### src/rtl/spi_rom_pkg.sv
package spi_rom_pkg;

    typedef enum logic [2:0] {
        PH_CMD,
        PH_ADDR,
        PH_DUMMY,
        PH_DATA,
        PH_ID,
        PH_STBY
    } phase_e;

    localparam logic [7:0] OP_READ  = 8'h03;
    localparam logic [7:0] OP_FAST  = 8'h0B;
    localparam logic [7:0] OP_IDENT = 8'h9F;
    localparam logic [7:0] FILL_KEY = 8'hA5;

    typedef struct packed {
        phase_e      phase;
        logic        fast;
        logic [2:0]  bitcnt;
        logic [1:0]  bytecnt;
        logic [1:0]  id_idx;
        logic [7:0]  shreg;
        logic [23:0] addr;
        logic        so;
        logic        oe;
    } ctrl_st_t;

    function automatic logic [7:0] ident_byte(input logic [1:0] idx);
        case (idx)
            2'd0:    return 8'hAE;
            2'd1:    return 8'h41;
            default: return 8'h16;
        endcase
    endfunction

endpackage

### src/rtl/spi_rom_edges.sv
module spi_rom_edges (
    input  logic clk,
    input  logic rst_n,
    input  logic sclk,
    output logic sclk_rise,
    output logic sclk_fall
);
    logic prev_d, prev_q;

    always_comb begin
        prev_d    = sclk;
        sclk_rise = sclk & ~prev_q;
        sclk_fall = ~sclk & prev_q;
    end

    always_ff @(posedge clk or negedge rst_n) begin
        if (!rst_n) prev_q <= 1'b0;
        else        prev_q <= prev_d;
    end
endmodule

### src/rtl/spi_rom_array.sv
module spi_rom_array #(
    parameter int ADDR_W = 6
) (
    input  logic              clk,
    input  logic              rst_n,
    input  logic [ADDR_W-1:0] rd_addr,
    output logic [7:0]        rd_data
);
    import spi_rom_pkg::*;

    localparam int DEPTH = 1 << ADDR_W;

    logic [7:0] rom_q [DEPTH];

    for (genvar g = 0; g < DEPTH; g++) begin : g_cell
        logic [7:0] cell_d;
        always_comb cell_d = rom_q[g];
        always_ff @(posedge clk or negedge rst_n) begin
            if (!rst_n) rom_q[g] <= 8'(g) ^ FILL_KEY;
            else        rom_q[g] <= cell_d;
        end
    end

    assign rd_data = rom_q[rd_addr];
endmodule

### src/rtl/spi_rom_ctrl.sv
module spi_rom_ctrl #(
    parameter int ADDR_W = 6
) (
    input  logic              clk,
    input  logic              rst_n,
    input  logic              cs_n,
    input  logic              si,
    input  logic              sclk_rise,
    input  logic              sclk_fall,
    input  logic [7:0]        rd_data,
    output logic [ADDR_W-1:0] rd_addr,
    output logic              so,
    output logic              so_oe
);
    import spi_rom_pkg::*;

    localparam ctrl_st_t ST_IDLE = '{phase: PH_CMD, fast: 1'b0, bitcnt: 3'd0,
                                     bytecnt: 2'd0, id_idx: 2'd0, shreg: 8'h00,
                                     addr: 24'h0, so: 1'b0, oe: 1'b0};

    ctrl_st_t    st_d, st_q;
    logic [23:0] ad_shift;
    logic [7:0]  cmd_in;
    logic [1:0]  idx_nxt;

    always_comb begin
        ad_shift = {st_q.addr[22:0], si};
        cmd_in   = {st_q.shreg[6:0], si};
        idx_nxt  = (st_q.id_idx == 2'd2) ? 2'd0 : st_q.id_idx + 2'd1;
        case (st_q.phase)
            PH_ADDR:  rd_addr = ad_shift[ADDR_W-1:0];
            PH_DUMMY: rd_addr = st_q.addr[ADDR_W-1:0];
            default:  rd_addr = st_q.addr[ADDR_W-1:0] + ADDR_W'(1);
        endcase
    end

    always_comb begin
        st_d = st_q;
        if (cs_n) begin
            st_d = ST_IDLE;
        end else if (sclk_rise) begin
            case (st_q.phase)
                PH_CMD: begin
                    st_d.shreg  = cmd_in;
                    st_d.bitcnt = st_q.bitcnt + 3'd1;
                    if (st_q.bitcnt == 3'd7) begin
                        case (cmd_in)
                            OP_READ: begin st_d.phase = PH_ADDR; st_d.fast = 1'b0; end
                            OP_FAST: begin st_d.phase = PH_ADDR; st_d.fast = 1'b1; end
                            OP_IDENT: begin
                                st_d.phase  = PH_ID;
                                st_d.id_idx = 2'd0;
                                st_d.shreg  = ident_byte(2'd0);
                            end
                            default: st_d.phase = PH_STBY;
                        endcase
                    end
                end
                PH_ADDR: begin
                    st_d.addr   = ad_shift;
                    st_d.bitcnt = st_q.bitcnt + 3'd1;
                    if (st_q.bitcnt == 3'd7) begin
                        if (st_q.bytecnt == 2'd2) begin
                            st_d.bytecnt = 2'd0;
                            if (st_q.fast) begin
                                st_d.phase = PH_DUMMY;
                            end else begin
                                st_d.phase = PH_DATA;
                                st_d.shreg = rd_data;
                            end
                        end else begin
                            st_d.bytecnt = st_q.bytecnt + 2'd1;
                        end
                    end
                end
                PH_DUMMY: begin
                    st_d.bitcnt = st_q.bitcnt + 3'd1;
                    if (st_q.bitcnt == 3'd7) begin
                        st_d.phase = PH_DATA;
                        st_d.shreg = rd_data;
                    end
                end
                default: ;
            endcase
        end else if (sclk_fall && (st_q.phase == PH_DATA || st_q.phase == PH_ID)) begin
            st_d.so = st_q.shreg[7];
            st_d.oe = 1'b1;
            if (st_q.bitcnt == 3'd7) begin
                st_d.bitcnt = 3'd0;
                if (st_q.phase == PH_DATA) begin
                    st_d.addr  = st_q.addr + 24'd1;
                    st_d.shreg = rd_data;
                end else begin
                    st_d.id_idx = idx_nxt;
                    st_d.shreg  = ident_byte(idx_nxt);
                end
            end else begin
                st_d.bitcnt = st_q.bitcnt + 3'd1;
                st_d.shreg  = {st_q.shreg[6:0], 1'b0};
            end
        end
    end

    always_ff @(posedge clk or negedge rst_n) begin
        if (!rst_n) st_q <= ST_IDLE;
        else        st_q <= st_d;
    end

    assign so    = st_q.so;
    assign so_oe = st_q.oe;

    p_input_hiz_r1: assert property (@(posedge clk) disable iff (!rst_n)
        (st_q.phase == PH_CMD || st_q.phase == PH_ADDR || st_q.phase == PH_DUMMY) |-> !st_q.oe);

    p_so_hold_r2: assert property (@(posedge clk) disable iff (!rst_n)
        (!sclk_fall && !cs_n && st_q.oe) |=> $stable(st_q.so));

    p_id_index_r4: assert property (@(posedge clk) disable iff (!rst_n)
        st_q.id_idx != 2'd3);

    p_stby_quiet_r7: assert property (@(posedge clk) disable iff (!rst_n)
        (st_q.phase == PH_STBY) |-> !st_q.oe);

    p_stby_sticky_r7: assert property (@(posedge clk) disable iff (!rst_n)
        (st_q.phase == PH_STBY && !cs_n) |=> st_q.phase == PH_STBY);

    p_abort_clean_r8: assert property (@(posedge clk) disable iff (!rst_n)
        cs_n |=> (st_q.phase == PH_CMD && st_q.bitcnt == 3'd0 && st_q.bytecnt == 2'd0));
endmodule

### src/rtl/spi_rom_slave.sv
module spi_rom_slave #(
    parameter int ADDR_W = 6
) (
    input  logic clk,
    input  logic rst_n,
    input  logic cs_n,
    input  logic sclk,
    input  logic si,
    output logic so,
    output logic so_oe
);
    logic              sclk_rise, sclk_fall;
    logic [ADDR_W-1:0] rd_addr;
    logic [7:0]        rd_data;

    spi_rom_edges u_edges (
        .clk       (clk),
        .rst_n     (rst_n),
        .sclk      (sclk),
        .sclk_rise (sclk_rise),
        .sclk_fall (sclk_fall)
    );

    spi_rom_array #(.ADDR_W(ADDR_W)) u_array (
        .clk     (clk),
        .rst_n   (rst_n),
        .rd_addr (rd_addr),
        .rd_data (rd_data)
    );

    spi_rom_ctrl #(.ADDR_W(ADDR_W)) u_ctrl (
        .clk       (clk),
        .rst_n     (rst_n),
        .cs_n      (cs_n),
        .si        (si),
        .sclk_rise (sclk_rise),
        .sclk_fall (sclk_fall),
        .rd_data   (rd_data),
        .rd_addr   (rd_addr),
        .so        (so),
        .so_oe     (so_oe)
    );

    p_idle_hiz_r1: assert property (@(posedge clk) disable iff (!rst_n)
        cs_n |=> !so_oe);
endmodule

### config.mk
export PLATFORM = sky130hd
export DESIGN_NAME = spi_rom_slave
export DESIGN_NICKNAME = d
export VERILOG_FILES = /design/src/rtl/spi_rom_pkg.sv /design/src/rtl/spi_rom_edges.sv /design/src/rtl/spi_rom_array.sv /design/src/rtl/spi_rom_ctrl.sv /design/src/rtl/spi_rom_slave.sv
export SDC_FILE = /design/constraint.sdc
export NUM_CORES = 1
export LEC_CHECK = 0
export ABC_AREA = 0
export BUFFER_PORTS_ARGS = -buffer_cell sky130_fd_sc_hd__buf_2
export CAP_MARGIN = 20
export CELL_PAD_IN_SITES_DETAIL_PLACEMENT = 0
export CELL_PAD_IN_SITES_GLOBAL_PLACEMENT = 1
export CORE_AREA = 2 2 68 70
export CTS_CLUSTER_DIAMETER = 30
export DETAILED_ROUTE_END_ITERATION = 10
export DIE_AREA = 0 0 70 72
export PLACE_DENSITY_LB_ADDON = 0.08
export RECOVER_POWER = 100
export SLEW_MARGIN = 10
export SYNTH_ARGS = -nofsm -noshare
export SYNTH_HDL_FRONTEND = slang
export SYNTH_SLANG_ARGS = --single-unit
### constraint.sdc
create_clock -name clk -period 2.34 [get_ports clk]
set_input_delay 0 -clock clk [delete_from_list [all_inputs] [get_ports clk]]
set_output_delay 0 -clock clk [all_outputs]
set_load 0.01 [all_outputs]
==> summary.md, run 1 <==
| Metric | Value |
|---|---|
| Average wire per standard cell | `18.13 um` |
| Syn avg cell area | `8.601 um^2` |
| Vias in the first global route | `1,673` |
| Proportion of layout cells with a drive suffix above 1 | `11.64%` |
| Detail Placement HPWL | `3.635 mm` |
| Worst Setup SP | `u_ctrl.st_q[42]` |
| Die ar. | `0.005040 mm^2` |
| Worst-path maximum fanout | `17` |
| Final slew viol count | `29` |
| Critical path's slowest cell | `dfrtp_1` |
| Final hold vios | `0` |
| # Post-CTS Setup Buffers | `0` |
| WL final | `5.148 mm` |
| Sink count of the clock tree | `28` |
| Pre-CTS setup slack | `338.0 ps` |
| Status | `finished, violations left` |
| Seq/Total Area, Yosys | `35.42%` |
| Critical path type | `flip-flop to flip-flop` |
| Worst-skew pair later-pin latency | `280 ps` |
| Final setup vio count | `0` |
| Placement Cell Area | `~0.0020 mm^2` |
| Clock transition at the registers of the reported paths | `roughly 90 ps` |
| Antenna cells | `0` |
| Overall Power | `1.123 mW` |
| Chip height | `~72 um` |
| Routability cong. | `just under 0.9` |
| Via/cell ratio | `6.204` |
| Crit path time final | `2118 ps` |
| Synth Area in Adders | `1.898%` |
| Static Leak | `0.8417 nW` |
| H-tree levels | `1` |
| Final period utilization | `about nine tenths` |
| Total core area | `around 0.0043 mm^2` |
| Cell Rows | `24` |
| Num CTS Buffers | `3` |
| Worst Hold Endpoint | `u_ctrl.ad_shift[1]` |
| Initial antenna violation count | `0` |
| Critical Path RT | `2510 ps` |
| Synth cell types | `58` |
| Drt first-iter violations | `139` |
| Main combinational cell family by area after synthesis | `compound AO/OA/AOI/OAI gates` |
| Root buffer cell | `clkbuf_8` |
| Post-synthesis mux area share | `just over 8%` |
| Pwr dens | `538.8 mW/mm^2` |
| Max-cap violations | `1` |
| Crit path cell chain | `and2b_1 > o21ai_1 > o22a_1 > o21ai_2 > mux2_2` |
| Boundary Pins | `7` |
| Worst VDD drop | `251.9 uV` |
| Synthesized instance count | `between 200 and 250` |
| YS warnings | `0` |
| FF-to-FF path depth | `5` |
| Critical path arrival | `2290 ps` |
| Number of remaining DRC errors | `0` |
| Ys async rst share | `100.0%` |
| Syn_nets | `between 200 and 250` |
| Yosys reg bits | `28` |
| Critical Path End Type | `flip-flop` |
| RSZ-0062 raised after global routing | `no` |
| Final ANT Viol Nets | `0` |
| Hold path start | `si` |
| Total grt overflow | `0` |
| Final nets | `242` |
| Worst Tran Pin Value | `1556 ps` |
| Final Instance Area | `0.002085 mm^2` |
| Via count | `between 1.5k and 2k` |
| Worst-case clock skew | `6.832 ps` |
| Slew HR | `-3.720%` |
| Compound-gate portion of the synthesized area | `24.73%` |
| XOR/XNOR Fraction of Synth Area | `1.328%` |
| CP Launch Type | `flip-flop` |
| CTS tree | `done` |
| Hold crit path type | `primary input to flip-flop` |
| Number of buffers inserted by port buffering | `6` |
| Hold-critical path depth | `3` |
| Peak Freq | `472.1 MHz` |
| Top_reg_cell synth | `dfrtp_1` |
| Number of enable flip-flop cells after synthesis | `0` |
| Cell Area, Synth | `a little under 0.002 mm^2` |
| GR Util All Layers | `21.02%` |
| Effective utilization at floorplan | `between 40 and 50%` |
| Die Wd | `70 um` |
| R2R setup slack | `220 ps` |
| Reg2reg start | `u_ctrl.st_q[42]` |
| Largest net degree at the start of global routing | `29` |
| Inst Count DP | `279` |
| Post-route core utilization | `roughly half` |
| Post-Layout Cell Count | `284` |
| First-pass GRT wire length | `8.521 mm` |
| Failing checks | `capacitance limit, slew limit` |
| Bufs on Longest Clock Path | `2` |
| Worst hold margin | `96.16 ps` |
| Area Overhead vs Synth | `5.376%` |
| Worst stage delay on the critical path | `640 ps` |
| PnR worst setup slack | `221.6 ps` |
| DRT Pass-1 Iters | `4` |
| Post-synthesis simple-gate area fraction | `23.40%` |
| R2R Path End | `u_ctrl.cmd_in[4]` |
| Setup TNS | `0 ps` |
[layout by cell type, fill, tap and decap left out, types with 4 or more instances in the layout]
cell type	n
nor3_1	8
nor2_1	20
nand2_1	17
buf_4	4
o21ai_0	20
nor2b_1	7
mux2i_1	5
nand3_1	7
inv_1	6
nand2b_1	8
a21oi_1	14
o211ai_1	4
o31ai_1	4
mux2_2	10
clkbuf_1	5
dfrtp_1	28
[cell families (layout without fill, tap and decap cells)]
logic type / after synthesis / count (layout)
compound gates: 73 / 73
simple gates: 87 / 87
fa+ha+maj: 3 / 3
buf+inv: 21 / 23
xor+xnor: 3 / 3
flops: 28 / 28
mux: 15 / 15
[per-layer routing]
layer,vias up,wire (um),track usage [%],part of all wire [%]
li1,851,-,-,-
met1,856,2419,30.34,47
met2,48,2400,34.39,47
met3,7,258,1.806,5.0
met4,0,70,5.342,1.4
met5,-,0,0,0
[state kept, by name, summed over array words and instances, names as in the netlist]
name,cells
u_edges.prev_q,1
u_ctrl.so_oe,1
u_ctrl.cmd_in,7
u_ctrl.ad_shift,6
u_ctrl.so,1
u_ctrl.st_q,12
[final cells by class]
class / instances / area (um^2)
sequential: 28 / 700.7
timing repair buffer: 14 / 83.83
multi-input combinational: 181 / 1171
inverter: 6 / 22.52
fill: 417 / 2180
tap: 52 / 65.06
clock buffer: 3 / 41.29
[where the power goes]
group | leakage [nW] | switching, mW | total, mW | internal (mW)
logic | 0.445 | 0.151 | 0.267 | 0.117
registers | 0.375 | 0.0648 | 0.592 | 0.527
clock network | 0.0216 | 0.148 | 0.264 | 0.116
[worst max-delay path by stage]
stage	cells after the start	end	slack [ps]
floorplan	6	u_ctrl.cmd_in[1]	480
global placement	6	u_ctrl.st_q[35]	400
detailed placement	5	u_ctrl.cmd_in[6]	340
CTS	5	u_ctrl.cmd_in[6]	320
global route	5	u_ctrl.cmd_in[6]	120
finish	5	u_ctrl.cmd_in[4]	220
[cell usage after synthesis (all sizes together), types with 2 or more instances]
cell	n	area share, %
nor2	21	4.1
clkbuf	5	1.0
or3	2	0.63
and2	2	0.63
a22oi	2	0.76
mux2	10	5.7
ha	3	1.9
xnor2	3	1.3
o21a	2	0.76
nor3b	2	0.76
nand2b	8	2.5
o31ai	4	1.5
nand3	8	2.3
o211ai	4	1.5
inv	6	1.1
o22a	2	0.89
dfrtp	28	35
o2111ai	2	0.89
o21ai	23	6.6
nand2	17	3.2
a31oi	3	0.95
buf	10	2.8
nand3b	2	0.95
a21boi	2	0.76
and3	3	0.95
mux2i	5	2.5
a21oi	14	3.5
nor3	8	2.0
a211oi	3	1.1
nor2b	7	2.2
[critical path, delay by kind of cell, from the launching register on]
kind / cells / cell delay (ps)
AO/OA/AOI/OAI: 3 / 720
flip-flops: 1 / 640
multiplexers: 1 / 390
AND/OR/NAND/NOR: 1 / 260
[what timing repair did]
item	CTS	global route
setup endpoints to repair	0	0
endpoints found under the hold margin	29	0
resized for setup	0	0
hold buffers	2	0
(Power assumes the default switching activity.)
==> run 2, diff against run 1 <==
Settings changed: CTS_CLUSTER_DIAMETER 30 to default, PLACE_DENSITY from default to 0.81, PLACE_DENSITY_LB_ADDON 0.08 to default.
==> run 2 against run 1 <==
The flow still finishes with violations (capacitance limit, slew limit). Highest routed layer unchanged. Sequential share of layout area down 0.060 points. Flip-flop and latch count unchanged. Final cell count unchanged. Critical path type unchanged. Largest cell class unchanged. Critical path depth unchanged. Routed wire length down 2.7%. Non-clock buffer count unchanged. Sequential power about the same. Clock skew up 1.9 ps. Power up 0.23%. Count of clock-buffer cells in the layout unchanged.
==> summary.md, run 2 (synthesis gave the netlist of run 1 again) <==
| Metric | Value |
|---|---|
| Status | `finished, violations left` |
| Failing checks | `capacitance limit, slew limit` |
| Pwr dens | `539.1 mW/mm^2 (about the same)` |
| Max-cap violations | `1 (unchanged)` |
| Routability cong. | `0.8772 (-0.71%)` |
| Largest net degree at the start of global routing | `29 (unchanged)` |
| Top reg by flops | `u_ctrl.st_q` |
| Final slew viol count | `29 (unchanged)` |
| Boundary Pins | `7 (unchanged)` |
| Final nets | `242 (unchanged)` |
| Worst-skew pair later-pin latency | `280 ps (about the same)` |
| Number of buffers inserted by port buffering | `6 (unchanged)` |
| Average wire per standard cell | `17.64 um (-2.7%)` |
| Worst hold margin | `110.1 ps (+13.98 ps)` |
| Drt first-iter violations | `143 (+2.9%)` |
| Largest register FFs | `12 (unchanged)` |
| CP Launch Type | `flip-flop` |
| Worst stage delay on the critical path | `650 ps (about the same)` |
| DRT Pass-1 Iters | `4 (unchanged)` |
| Fill count | `416 (-0.24%)` |
| Psw | `368.6 uW (+1.3%)` |
| Critical path arrival | `2290 ps (about the same)` |
| Worst Hold Endpoint | `u_ctrl.ad_shift[1]` |
| Worst VDD drop | `303.1 uV (+20%)` |
| Detail Placement HPWL | `3.464 mm (-4.7%)` |
| Area Overhead vs Synth | `5.566%` |
| Antenna cells | `0 (unchanged)` |
| Peak Freq | `470.9 MHz (-0.25%)` |
| Total core area | `0.004264 mm^2 (unchanged)` |
| Post-route core utilization | `48.97% (+0.088 points)` |
| Crit path time final | `2124 ps (+5.345 ps)` |
| Most frequent cells in the layout | `dfrtp_1 (28), o21ai_0 (21), nor2_1 (20)` |
| Hold-critical path depth | `3 (unchanged)` |
| Net Sw Frac | `32.74% (+0.35 points)` |
| Sink count of the clock tree | `28 (unchanged)` |
| Final ANT Viol Nets | `0 (unchanged)` |
| Cell internal pwr | `757.2 uW (-0.30%)` |
| Setup TNS | `0 ps (unchanged)` |
| Die ar. | `0.005040 mm^2 (unchanged)` |
| Chip height | `72 um (unchanged)` |
| Combinational power share | `23.3% (-0.5 points)` |
| Final Instance Area | `0.002088 mm^2 (+0.18%)` |
| Final period utilization | `90.76% (+0.23 points)` |
| Via count | `1,753 (-0.51%)` |
| Bufs on Longest Clock Path | `2 (unchanged)` |
| Static Leak | `0.8379 nW (-0.45%)` |
| Crit path cell chain | `and2b_1 > o21ai_0 > o22a_1 > o21ai_4 > mux2_2` |
| R2R setup slack | `220 ps (about the same)` |
| Critical path type | `flip-flop to flip-flop` |
| Critical path's slowest cell | `dfrtp_1` |
| H-tree levels | `1 (unchanged)` |
| Clock power share | `23.8% (+0.3 points)` |
| Reg2reg start | `u_ctrl.st_q[42]` |
| Slew HR | `-2.455% (+1.3 points)` |
| Proportion of layout cells with a drive suffix above 1 | `11.21% (-0.43 points)` |
| Via/cell ratio | `6.173 (-0.51%)` |
| Cell Rows | `24 (unchanged)` |
| RSZ-0062 raised after global routing | `no` |
| Number of remaining DRC errors | `0 (unchanged)` |
| Placement Cell Area | `0.002042 mm^2 (unchanged)` |
| Hold path start | `si` |
| Initial antenna violation count | `0 (unchanged)` |
| R2R Path End | `u_ctrl.st_q[33]` |
| Die Wd | `70 um (unchanged)` |
| Vias in the first global route | `1,603 (-4.2%)` |
| Clock transition at the registers of the reported paths | `100 ps (about the same)` |
| Num CTS Buffers | `3 (unchanged)` |
| Root buffer cell | `clkbuf_8` |
| Critical Path RT | `2510 ps (about the same)` |
| Seq pwr share | `52.9% (+0.2 points)` |
| Final hold vios | `0 (unchanged)` |
| CTS tree | `done` |
| Total grt overflow | `0 (unchanged)` |
| Critical Path End Type | `flip-flop` |
| First-pass GRT wire length | `8.197 mm (-3.8%)` |
| Worst-path maximum fanout | `17 (unchanged)` |
| FF-to-FF path depth | `5 (unchanged)` |
| Final setup vio count | `0 (unchanged)` |
| WL final | `5.011 mm (-2.7%)` |
| Hold crit path type | `primary input to flip-flop` |
| Most common cell after layout, fill and taps aside | `dfrtp_1` |
| GR Util All Layers | `20.37% (-0.64 points)` |
| # Post-CTS Setup Buffers | `0 (unchanged)` |
| Worst Tran Pin Value | `1537 ps (-18.98 ps)` |
| Effective utilization at floorplan | `46.39% (unchanged)` |
| Worst-case clock skew | `8.705 ps (+1.874 ps)` |
| Overall Power | `1.126 mW (+0.23%)` |
## run 2: cell types whose count changed in the layout (fill, tap and decap cells not counted), sizes merged
cell | previous run | this run
buf | 6 | 5
clkbuf | 9 | 10
## run 2: metal layers
metal  part of all wire [%]  GRT usage, %  routed length [um]
met1                     47         28.28                2336
met2                     45         33.65                2272
met3                    6.8         2.917                 340
met4                    1.2         5.556                  61
met5                      0             0                   0
## run 2: worst max-delay path: cells and delay by family, from the launching register on
kind             cells  cell delay [ps]
AND/OR/NAND/NOR      1              260
AO/OA/AOI/OAI        3              740
flip-flops           1              650
multiplexers         1              370
## run 2: power groups by stage
| stage | combinational, mW | clock [mW] | sequential, mW |
|---|---|---|---|
| 2_1_floorplan | 0.215 | 0 | 0.569 |
| 3_3_place_gp | 0.257 | 0 | 0.603 |
| 3_5_place_dp | 0.260 | 0 | 0.603 |
| 4_1_cts | 0.264 | 0.276 | 0.593 |
| 5_1_grt | 0.293 | 0.290 | 0.603 |
| 6_report | 0.262 | 0.268 | 0.595 |
## run 2: how the worst max path moves through the flow
stage | start | endpoint | slack, ps | cells after the start
3_5_place_dp | u_ctrl.st_q[42] | u_ctrl.cmd_in[4] | 330 | 5
5_1_grt | u_ctrl.st_q[43] | u_ctrl.ad_shift[4] | 110 | 6
4_1_cts | u_ctrl.st_q[42] | u_ctrl.cmd_in[4] | 290 | 5
2_1_floorplan | u_ctrl.st_q[38] | u_ctrl.cmd_in[1] | 480 | 6
6_report | u_ctrl.st_q[42] | u_ctrl.st_q[33] | 220 | 5
3_3_place_gp | u_ctrl.st_q[42] | u_ctrl.st_q[33] | 400 | 5
## run 2: layout make-up
class	instances	area (um^2)	share of cell area, %
timing repair buffer	14	80.08	3.835
clock buffer	3	41.29	1.977
multi-input combinational	181	1179	56.44
tap	52	65.06	3.116
sequential	28	700.7	33.55
inverter	6	22.52	1.078
## run 2: timing repair
item | 4_1_cts | 5_1_grt
endpoints found under the hold margin | 29 | 0
gates resized for setup | 0 | 0
hold buffers | 2 | 0
## run 2: metrics by stage
step / setup WS [ps] / std cells
2_1_floorplan: 480.0 / 230
3_3_place_gp: 395.2 / 279
3_5_place_dp: 328.5 / 279
4_1_cts: 292.4 / 284
5_1_grt: 106.5 / 284
6_report: 216.3 / 284
